===== config.mk =====
export PLATFORM = sky130hd
export DESIGN_NAME = epic_commit_unit
export DESIGN_NICKNAME = d
export VERILOG_FILES = /design/src/rtl/epic_commit_pkg.sv /design/src/rtl/commit_break_detect.sv /design/src/rtl/commit_chain.sv /design/src/rtl/commit_count_enc.sv /design/src/rtl/pc_advance.sv /design/src/rtl/epic_commit_unit.sv
export SDC_FILE = /design/constraint.sdc
export NUM_CORES = 1
export LEC_CHECK = 0
export ABC_AREA = 1
export CELL_PAD_IN_SITES_DETAIL_PLACEMENT = 1
export CELL_PAD_IN_SITES_GLOBAL_PLACEMENT = 1
export CORE_MARGIN = 1.5
export CORE_UTILIZATION = 22
export DETAILED_ROUTE_END_ITERATION = 10
export PLACE_DENSITY = 0.95
export SYNTH_ARGS = -nofsm -noshare
export SYNTH_HDL_FRONTEND = slang
export SYNTH_SLANG_ARGS = --single-unit

===== constraint.sdc =====
create_clock -name vclk -period 3.7
set_input_delay 0.555 -clock vclk [all_inputs]
set_output_delay 0.555 -clock vclk [all_outputs]
set_load 0.05 [all_outputs]

===== src/rtl/epic_commit_pkg.sv =====
package epic_commit_pkg;
  // Width needed to hold a lane count from 0 to n inclusive.
  function automatic int count_width(input int n);
    return $clog2(n + 1);
  endfunction
endpackage


===== src/rtl/commit_break_detect.sv =====
// One cut flag per lane. A cut at lane i ends the group before lane i.
module commit_break_detect #(
  parameter int LANES = 4
) (
  input  logic [LANES-1:0] set_bits,
  input  logic [LANES-1:1] lane_valid,
  input  logic [LANES-2:0] jump_prev,
  output logic [LANES-1:1] cut
);
  for (genvar i = 1; i < LANES; i++) begin : g_cut
    assign cut[i] = ~lane_valid[i] | (set_bits[i] ^ set_bits[i-1]) | jump_prev[i-1];
  end
endmodule


===== src/rtl/commit_chain.sv =====
// Wired-AND style chain: a cut disables its lane and every later lane.
module commit_chain #(
  parameter int LANES = 4
) (
  input  logic [LANES-1:1] cut,
  output logic [LANES-1:0] mask
);
  assign mask[0] = 1'b1;
  for (genvar i = 1; i < LANES; i++) begin : g_chain
    assign mask[i] = mask[i-1] & ~cut[i];
  end
endmodule


===== src/rtl/commit_count_enc.sv =====
// Turns the thermometer mask into the index of its first zero.
module commit_count_enc #(
  parameter int LANES = 4,
  parameter int CW    = 3
) (
  input  logic [LANES-1:0] mask,
  output logic [CW-1:0]    count
);
  always_comb begin
    count = CW'(LANES);
    for (int i = LANES - 1; i >= 1; i--) begin
      if (!mask[i]) count = CW'(i);
    end
  end
endmodule


===== src/rtl/pc_advance.sv =====
// Next fetch address: the taken jump of the last committed lane, or a step.
module pc_advance #(
  parameter int LANES  = 4,
  parameter int ADDR_W = 8,
  parameter int CW     = 3
) (
  input  logic [LANES-1:0]        mask,
  input  logic [LANES-1:0]        jump_taken,
  input  logic [LANES*ADDR_W-1:0] targets,
  input  logic [ADDR_W-1:0]       pc_now,
  input  logic [CW-1:0]           count,
  output logic [ADDR_W-1:0]       pc_next,
  output logic                    redirect
);
  logic [ADDR_W-1:0] tgt_sel;

  always_comb begin
    redirect = 1'b0;
    tgt_sel  = '0;
    for (int i = 0; i < LANES; i++) begin
      if (mask[i] && jump_taken[i]) begin
        redirect = 1'b1;
        tgt_sel  = targets[i*ADDR_W +: ADDR_W];
      end
    end
    pc_next = redirect ? tgt_sel : pc_now + ADDR_W'(count);
  end
endmodule


===== src/rtl/epic_commit_unit.sv =====
module epic_commit_unit #(
  parameter int LANES  = 4,
  parameter int ADDR_W = 8,
  localparam int CW    = epic_commit_pkg::count_width(LANES)
) (
  input  logic [LANES-1:0]        set_bits,
  input  logic [LANES-1:1]        lane_valid,
  input  logic [LANES-1:0]        jump_taken,
  input  logic [LANES*ADDR_W-1:0] jump_target,
  input  logic [ADDR_W-1:0]       pc_now,
  output logic [LANES-1:0]        commit_mask,
  output logic [CW-1:0]           commit_count,
  output logic [ADDR_W-1:0]       pc_next,
  output logic                    redirect
);
  logic [LANES-1:1] cut;

  commit_break_detect #(.LANES(LANES)) brk_i (
    .set_bits   (set_bits),
    .lane_valid (lane_valid),
    .jump_prev  (jump_taken[LANES-2:0]),
    .cut        (cut)
  );

  commit_chain #(.LANES(LANES)) chain_i (
    .cut  (cut),
    .mask (commit_mask)
  );

  commit_count_enc #(.LANES(LANES), .CW(CW)) cnt_i (
    .mask  (commit_mask),
    .count (commit_count)
  );

  pc_advance #(.LANES(LANES), .ADDR_W(ADDR_W), .CW(CW)) pc_i (
    .mask       (commit_mask),
    .jump_taken (jump_taken),
    .targets    (jump_target),
    .pc_now     (pc_now),
    .count      (commit_count),
    .pc_next    (pc_next),
    .redirect   (redirect)
  );
endmodule


Word level (Yosys, flattened, before mapping)
Cells that the tools add are included.
Storage, ports and cells
  logic and storage cells: 33
  register bits: 0
  input bits: 51
Cells by class
  reductions and logical operators: 3
  add/sub/neg operators: 1
  multiplexer cells: 12
  bitwise operators: 17
Operator list (count)
  8-bit two-way mux: 5
  3-bit two-way mux: 3
  8-bit by 3-bit adder with 8-bit output: 1
  1-bit inverter: 6
  1-bit bitwise OR: 6
  1-bit two-way mux: 4
  1-bit logical AND: 3
  1-bit bitwise XOR: 3
  1-bit bitwise AND: 2

Depth between registers and ports, before layout
Gate-level depths: netlist (run 1).
  word-level depth: 11
  mapped depth: 16
  gate-level depth less buffers: 15

Hierarchy
From an unflattened synthesis (run 1), not the netlist that was laid out.
Second synthesis, totals
  cell total of the unflattened synthesis: 178
  area total of the unflattened synthesis: 923.4 um^2
By module, submodules not included
  pc_advance: cells each 145, instances 1, area an instance 785.8 um^2
  commit_break_detect: cells each 19, instances 1, area an instance 75.1 um^2
  commit_chain: cells each 7, instances 1, area an instance 35.0 um^2
  commit_count_enc: cells each 7, instances 1, area an instance 27.5 um^2

Worst setup path before layout (run 1)
OpenSTA, ideal clock, no wires.
  path kind: in2out
  start: input port jump_taken[1]
  end: output port pc_next[4]
  stages on the path: 12
  data arrival time: 3.769 ns
  required time: 3.145 ns
  path buffers: 1
  slack: -0.624 ns
  cells stage by stage: buf_2 > nor2_1 > nand3_1 > o21ai_0 > ha_1 > inv_1 > fa_1 > o21bai_1 > nand2_1 > xnor2_1 > nand3_1 > nand2_1
On the way
  cells in the longest elaborated chain, start to end: 9
RTL lines
  from (decl): RTL line epic_commit_unit.sv:8  | input logic [LANES-1:0] jump_taken,
  1-bit bitwise OR (*): RTL line commit_break_detect.sv:11  | assign cut[i] = ~lane_valid[i] | (set_bits[i] ^ set_bits[i-1]) | jump_prev[i-1];
  1-bit inverter (*): RTL line commit_chain.sv:10  | assign mask[i] = mask[i-1] & ~cut[i];
  1-bit bitwise AND (*): RTL line commit_chain.sv:10
  1-bit bitwise AND: RTL line commit_chain.sv:10
  3-bit two-way mux: RTL line commit_count_enc.sv:12  | if (!mask[i]) count = CW'(i);
  3-bit two-way mux (*) (2 in series): RTL line commit_count_enc.sv:12
  via commit_count[0]: RTL line epic_commit_unit.sv:12  | output logic [CW-1:0] commit_count,
  8-bit by 3-bit adder with 8-bit output (*): RTL line pc_advance.sv:26  | pc_next = redirect ? tgt_sel : pc_now + ADDR_W'(count);
  8-bit two-way mux (*): RTL line pc_advance.sv:26
  to (decl): RTL line epic_commit_unit.sv:13  | output logic [ADDR_W-1:0] pc_next,
The timed path passes the listed nets; every way through them passes the cells marked *.

Final worst setup path (run 1)
  start: input port set_bits[1]
  end: output port pc_next[4]
On the way
  cells in the longest elaborated chain, start to end: 11
RTL lines
  from (decl): RTL line epic_commit_unit.sv:6  | input logic [LANES-1:0] set_bits,
  1-bit bitwise XOR: RTL line commit_break_detect.sv:11
  1-bit bitwise OR (2 in series): RTL line commit_break_detect.sv:11
  1-bit inverter: RTL line commit_chain.sv:10
  1-bit bitwise AND (2 in series): RTL line commit_chain.sv:10
  3-bit two-way mux (3 in series): RTL line commit_count_enc.sv:12
  8-bit by 3-bit adder with 8-bit output: RTL line pc_advance.sv:26
  8-bit two-way mux (*): RTL line pc_advance.sv:26
Every way passes the cells marked *; elsewhere a longest branch is shown, timed or not.

==> results of run 1 <==
[critical path, cell delays in order]
cell	delay [ns]
clkdlybuf4s50_1	0.53
inv_1	0.10
nand2_1	0.08
nand3_2	0.12
o21ai_2	0.18
ha_1	0.19
inv_1	0.06
fa_2	0.38
o21bai_4	0.16
nand2_1	0.08
xnor2_1	0.13
nand3_1	0.10
nand2_2	0.12
buf_12	0.13
[cell families (layout without fill, tap and decap cells)]
logic type               after synthesis  count (layout)  synth area share [%]
AND/OR/NAND/NOR                      109             109                  63.6
buffers and inverters                 40             105                  21.4
adder cells (fa/ha/maj)                4               4                  7.04
AO/OA/AOI/OAI                          4               4                  3.22
XOR/XNOR                               4               4                  4.29
other                                  1               1                 0.459
[routing by layer]
metal | track usage [%] | up-vias | routed length [µm]
met4 | 0 | 0 | 0
met3 | 1.41 | 0 | 182
li1 | - | 626 | -
met5 | 0 | - | 0
met2 | 31.6 | 36 | 1650
met1 | 20.7 | 513 | 1470
[worst max-delay path by stage]
stage,cells past startpoint,endpoint,slack [ns],start
2_1_floorplan,12,pc_next[4],0.11,jump_taken[1]
3_3_place_gp,14,pc_next[4],0.13,set_bits[1]
3_5_place_dp,14,pc_next[4],-0.04,set_bits[1]
4_1_cts,14,pc_next[4],0.05,set_bits[1]
5_1_grt,16,pc_next[7],0.03,lane_valid[1]
6_report,14,pc_next[4],0.23,set_bits[1]
[what timing repair did]
action | 4_1_cts | 5_1_grt
pin swaps | 0 | 2
endpoints found under the setup margin | 1 | 4
gates resized for setup | 1 | 5
setup buffers | 0 | 0
[per-stage QoR]
stage	hold slack, ns	total power [mW]	util (%)	TNS (ns)
after floorplan	1.48	0.105	-	0
after global routing	1.98	0.246	47.4	0
after detailed placement	1.92	0.227	46.7	-0.0370
after global placement	1.92	0.224	46.7	0
after CTS	1.93	0.229	46.9	0
final	1.93	0.229	47.4	0
[cells in the mapped netlist, types with 2 or more instances]
| cell | count |
|---|---|
| nand2_1 | 54 |
| buf_6 | 2 |
| buf_4 | 2 |
| nor2_1 | 17 |
| nand4_1 | 9 |
| xnor2_1 | 2 |
| xor2_1 | 2 |
| inv_1 | 34 |
| ha_1 | 3 |
| buf_2 | 2 |
| nand3_4 | 2 |
| nand3_1 | 21 |
[power by group]
part           switching (mW)  internal [mW]
Sequential                  0              0
Combinational           0.114          0.115
Clock                       0              0
[final cells by class]
cell class,count,area share (%)
repair buffers,71,47.7
multi-input cells,122,41.0
inverters,34,7.82
well taps,46,3.52
==> metrics.csv, run 1 <==
metric,value,unit
Setup CP Type,input port to output pin,
"area leader, netlist",nand2_1,
final hold violation count,0,
area post-placement,1610,µm²
number of global-route vias before repair,1170,
worst hold stages,6,
final worst path period share,93.8,%
Initial Util,23.7,%
"Seq/Total Area, Yosys",0,%
worst slew pin tran,0.530,ns
"commonest non-fill, non-tap cell in the layout",clkdlybuf4s50_1,
Synth-to-Final Area Change,99.8,%
run status,"complete, no violations",
CP Launch Type,input port,
sequential cells,0,
Antenna Violating Nets Remaining,0,
# IOs,67,
Hold Buf Count CTS,0,
MaxCap Viol Count,0,
DRC Markers,0,
GRT Util Overall,16.4,%
crit path max fanout,4,
Synth Net Count,217,
DP HPWL,2820,µm
PwrDens,140,nW/µm²
Port-buffer cells,66,
first-pass GRT wire length,5490,µm
Synth Cell Area,817,µm²
RSZ-0062 raised after global routing,false,
Synth top area share,24.8,%
first drt pass iteration count,4,
initial antenna violation count,0,
Pins Over Slew Limit,0,
Ant. Diodes,0,
hold_sp,jump_target[26],
worst-case vdd ir drop,65.0,µV
Crit. End Element,output pin,
synth warn,0,
DIE AREA,4090,µm²
Layout Nets,284,
via count,1175,
Filler cells,453,
synthesized instance count,162,
site row count,21,
Leak Pwr,0.859,nW
clock buffer count,0,
HP Class,input port to output pin,
crit path DAT,2.92,ns
final std cells w/o fill,273,
core area,3440,µm²
placed cell count,273,
post-route setup slack,0.228,ns
most frequent cells in the layout,"clkdlybuf4s50_1, nand2_1, inv_1",
flip-flop and latch area,0,µm²
largest net degree at the start of global routing,18,
wire per inst,12.1,µm
final setup fails,0,
"Req. time, crit path",3.14,ns
Finished Cell Area,1630,µm²
gpl congestion,0.765,
initial DRC count,42,
area of the multi-input gates,669,µm²
largest cells by area after synthesis,"nand2_1, inv_1, nand3_1, nor2_1, nand4_1",
post-synth cell types,24,
share of cells above drive strength 1,13.7,%
die width,63.9,µm
die height,63.9,µm
syn avg cell area,5.04,µm²
Via density,4.30,
pre-CTS setup slack,-0.0370,ns
DRT Wirelength,3300,µm
Period minus WS final,3.47,ns
Slew headroom,64.5,%
hold-critical path endpoint,pc_next[2],
max frequency,288,MHz
gr ovfl total,0,
Power figures use the tool's default switching activity.
==> run 2: changes to the inputs <==
--- a/config.mk
+++ b/config.mk
@@ -9,9 +9,11 @@
 export CELL_PAD_IN_SITES_DETAIL_PLACEMENT = 1
 export CELL_PAD_IN_SITES_GLOBAL_PLACEMENT = 1
 export CORE_MARGIN = 1.5
-export CORE_UTILIZATION = 22
+export CORE_UTILIZATION = 24
 export DETAILED_ROUTE_END_ITERATION = 10
 export PLACE_DENSITY = 0.95
+export SLEW_MARGIN = 10
 export SYNTH_ARGS = -nofsm -noshare
 export SYNTH_HDL_FRONTEND = slang
+export SYNTH_HIERARCHICAL = 1
 export SYNTH_SLANG_ARGS = --single-unit
==> run 2 against run 1 <==
Effect of this change: cell count increased by 6.2%; non-clock buffer count unchanged; sequential share of layout area unchanged; critical path type unchanged; power increased by 3.0%; sequential cell count unchanged; global-route usage decreased by 1.0 points; highest routed layer unchanged; clock-buffer cell count unchanged; critical path depth increased by 5; worst setup slack improved by 0.029 ns; combinational power increased by 3%; area after synthesis increased by 13%; synthesized cell count increased by 9.9%.
==> metrics.csv, run 2 <==
metric,value,unit
DRC Markers,0,
core area,3690,µm²
clock buffer count,0,
first drt pass iteration count,4,
Leak Pwr,0.881,nW
Via density,4.39,
Port-buffer cells,66,
Pwr Total,0.236,mW
final hold violation count,0,
initial antenna violation count,0,
Crit. End Element,output pin,
met3 usage,2.43,%
worst slew pin tran,0.514,ns
worst-case vdd ir drop,56.0,µV
Layout Nets,299,
global routing's busiest layer,met2,
GRT Util Overall,15.4,%
RSZ-0062 raised after global routing,false,
via count,1274,
Initial Util,25.0,%
PwrDens,137,nW/µm²
Antenna Violating Nets Remaining,0,
Ant. Diodes,0,
"area leader, netlist",nand2_1,
gr ovfl total,0,
share of cells above drive strength 1,15.7,%
Synth top area share,27.6,%
die width,65.0,µm
MaxCap Viol Count,0,
crit path max fanout,5,
Pins Over Slew Limit,0,
Slew headroom,65.6,%
adder-cell share of the synthesized area,6.23,%
gpl congestion,0.727,
initial DRC count,50,
syn avg cell area,5.19,µm²
site row count,22,
DRT Wirelength,3180,µm
run status,"complete, no violations",
largest cells by area after synthesis,"nand2_1, nand3_1, inv_1, nor2_1, buf_6",
synth cell count leaders,"nand2_1, inv_1, nand3_1",
mux share of post-synthesis cell area,0,%
met2 usage in global routing,30.5,%
final worst path period share,93.0,%
Synth Net Count,233,
HP Class,input port to output pin,
flip-flop and latch area,0,µm²
"commonest non-fill, non-tap cell in the layout",nand2_1,
DP HPWL,2810,µm
CP Launch Type,input port,
largest family of logic cells by synthesized area,simple AND/OR/NAND/NOR gates,
max frequency,290,MHz
Synth Cell Area,923,µm²
largest net degree at the start of global routing,16,
sequential cells,0,
die height,65.0,µm
number of global-route vias before repair,1293,
met1 Use GR,18.0,%
compound-gate portion of the synthesized area,1.90,%
wire per inst,11.0,µm
setup TNS,0,ns
DIE AREA,4230,µm²
"Req. time, crit path",3.14,ns
Period minus WS final,3.44,ns
crit path DAT,2.89,ns
"Seq/Total Area, Yosys",0,%
Simple-Gate Fraction of Synth Area,70.3,%
synthesized instance count,178,
synth warn,6,
Synth-to-Final Area Change,86.0,%
"count leader, synth",nand2_1,
post-synth cell types,22,
final setup fails,0,
Setup CP Type,input port to output pin,
fraction of synthesized cell area in xor and xnor cells,0,%
most frequent cells in the layout,"nand2_1, clkdlybuf4s50_1, nand3_1",
first-pass GRT wire length,5350,µm
# IOs,67,
-- run 2: cell type report --
cell class,count,area (µm²)
well taps,48,60.1
fillers,517,1970
multi-input cells,142,757
repair buffers,71,788
inverters,29,113
-- run 2: final timing paths --
path,from,endpoint,slack (ns),depth (start not counted)
max,set_bits[2],pc_next[4],0.26,19
min,jump_target[25],pc_next[1],1.83,4
-- run 2: logic make-up after synthesis --
kind of cell             after synthesis
other                                  1
AO/OA/AOI/OAI                          3
AND/OR/NAND/NOR                      134
adder cells (fa/ha/maj)                4
buffers and inverters                 36
-- run 2: critical path, stage by stage --
cell and delay, ns:
clkdlybuf4s50_1 0.51, inv_1 0.06, nand2_1 0.05, nand3_1 0.07, inv_1 0.07, nand2_2 0.08
clkinvlp_4 0.12, nand2_1 0.07, nand2_2 0.06, ha_1 0.16, inv_1 0.06, fa_2 0.32
inv_1 0.07, nand2_1 0.08, nand2_2 0.11, a21o_1 0.11, nand3_1 0.06, nand2_1 0.12
buf_12 0.14
-- run 2: layer usage --
layer  part of all wire [%]  routed length [µm]
met4                      0                   0
met5                      0                   0
met3                    6.1                 193
met2                     51                1630
met1                     43                1360
-- run 2: power breakdown --
group | switching (mW) | total [mW] | internal [mW] | leakage (nW)
registers | 0 | 0 | 0 | 0
clock network | 0 | 0 | 0 | 0
logic | 0.117 | 0.236 | 0.119 | 0.881
total | 0.117 | 0.236 | 0.119 | 0.881
-- run 2: per-stage QoR --
stage	setup slack (ns)	hold WS [ns]	area (µm²)	util [%]	cells
floorplan	-0.0277	1.34	948	-	178
global placement	0.261	1.83	1690	45.9	288
detailed placement	0.161	1.84	1690	45.9	288
CTS	0.145	1.84	1690	45.9	288
global route	0.00973	1.88	1720	46.6	290
finish	0.257	1.83	1720	46.6	290
-- run 2: what timing repair did --
item / in CTS / in global routing
setup buffers: 0 / 2
endpoints found under the setup margin: 0 / 3
hold buffers: 0 / 0
hold endpoints to repair: 0 / 0
gates resized for setup: 0 / 4
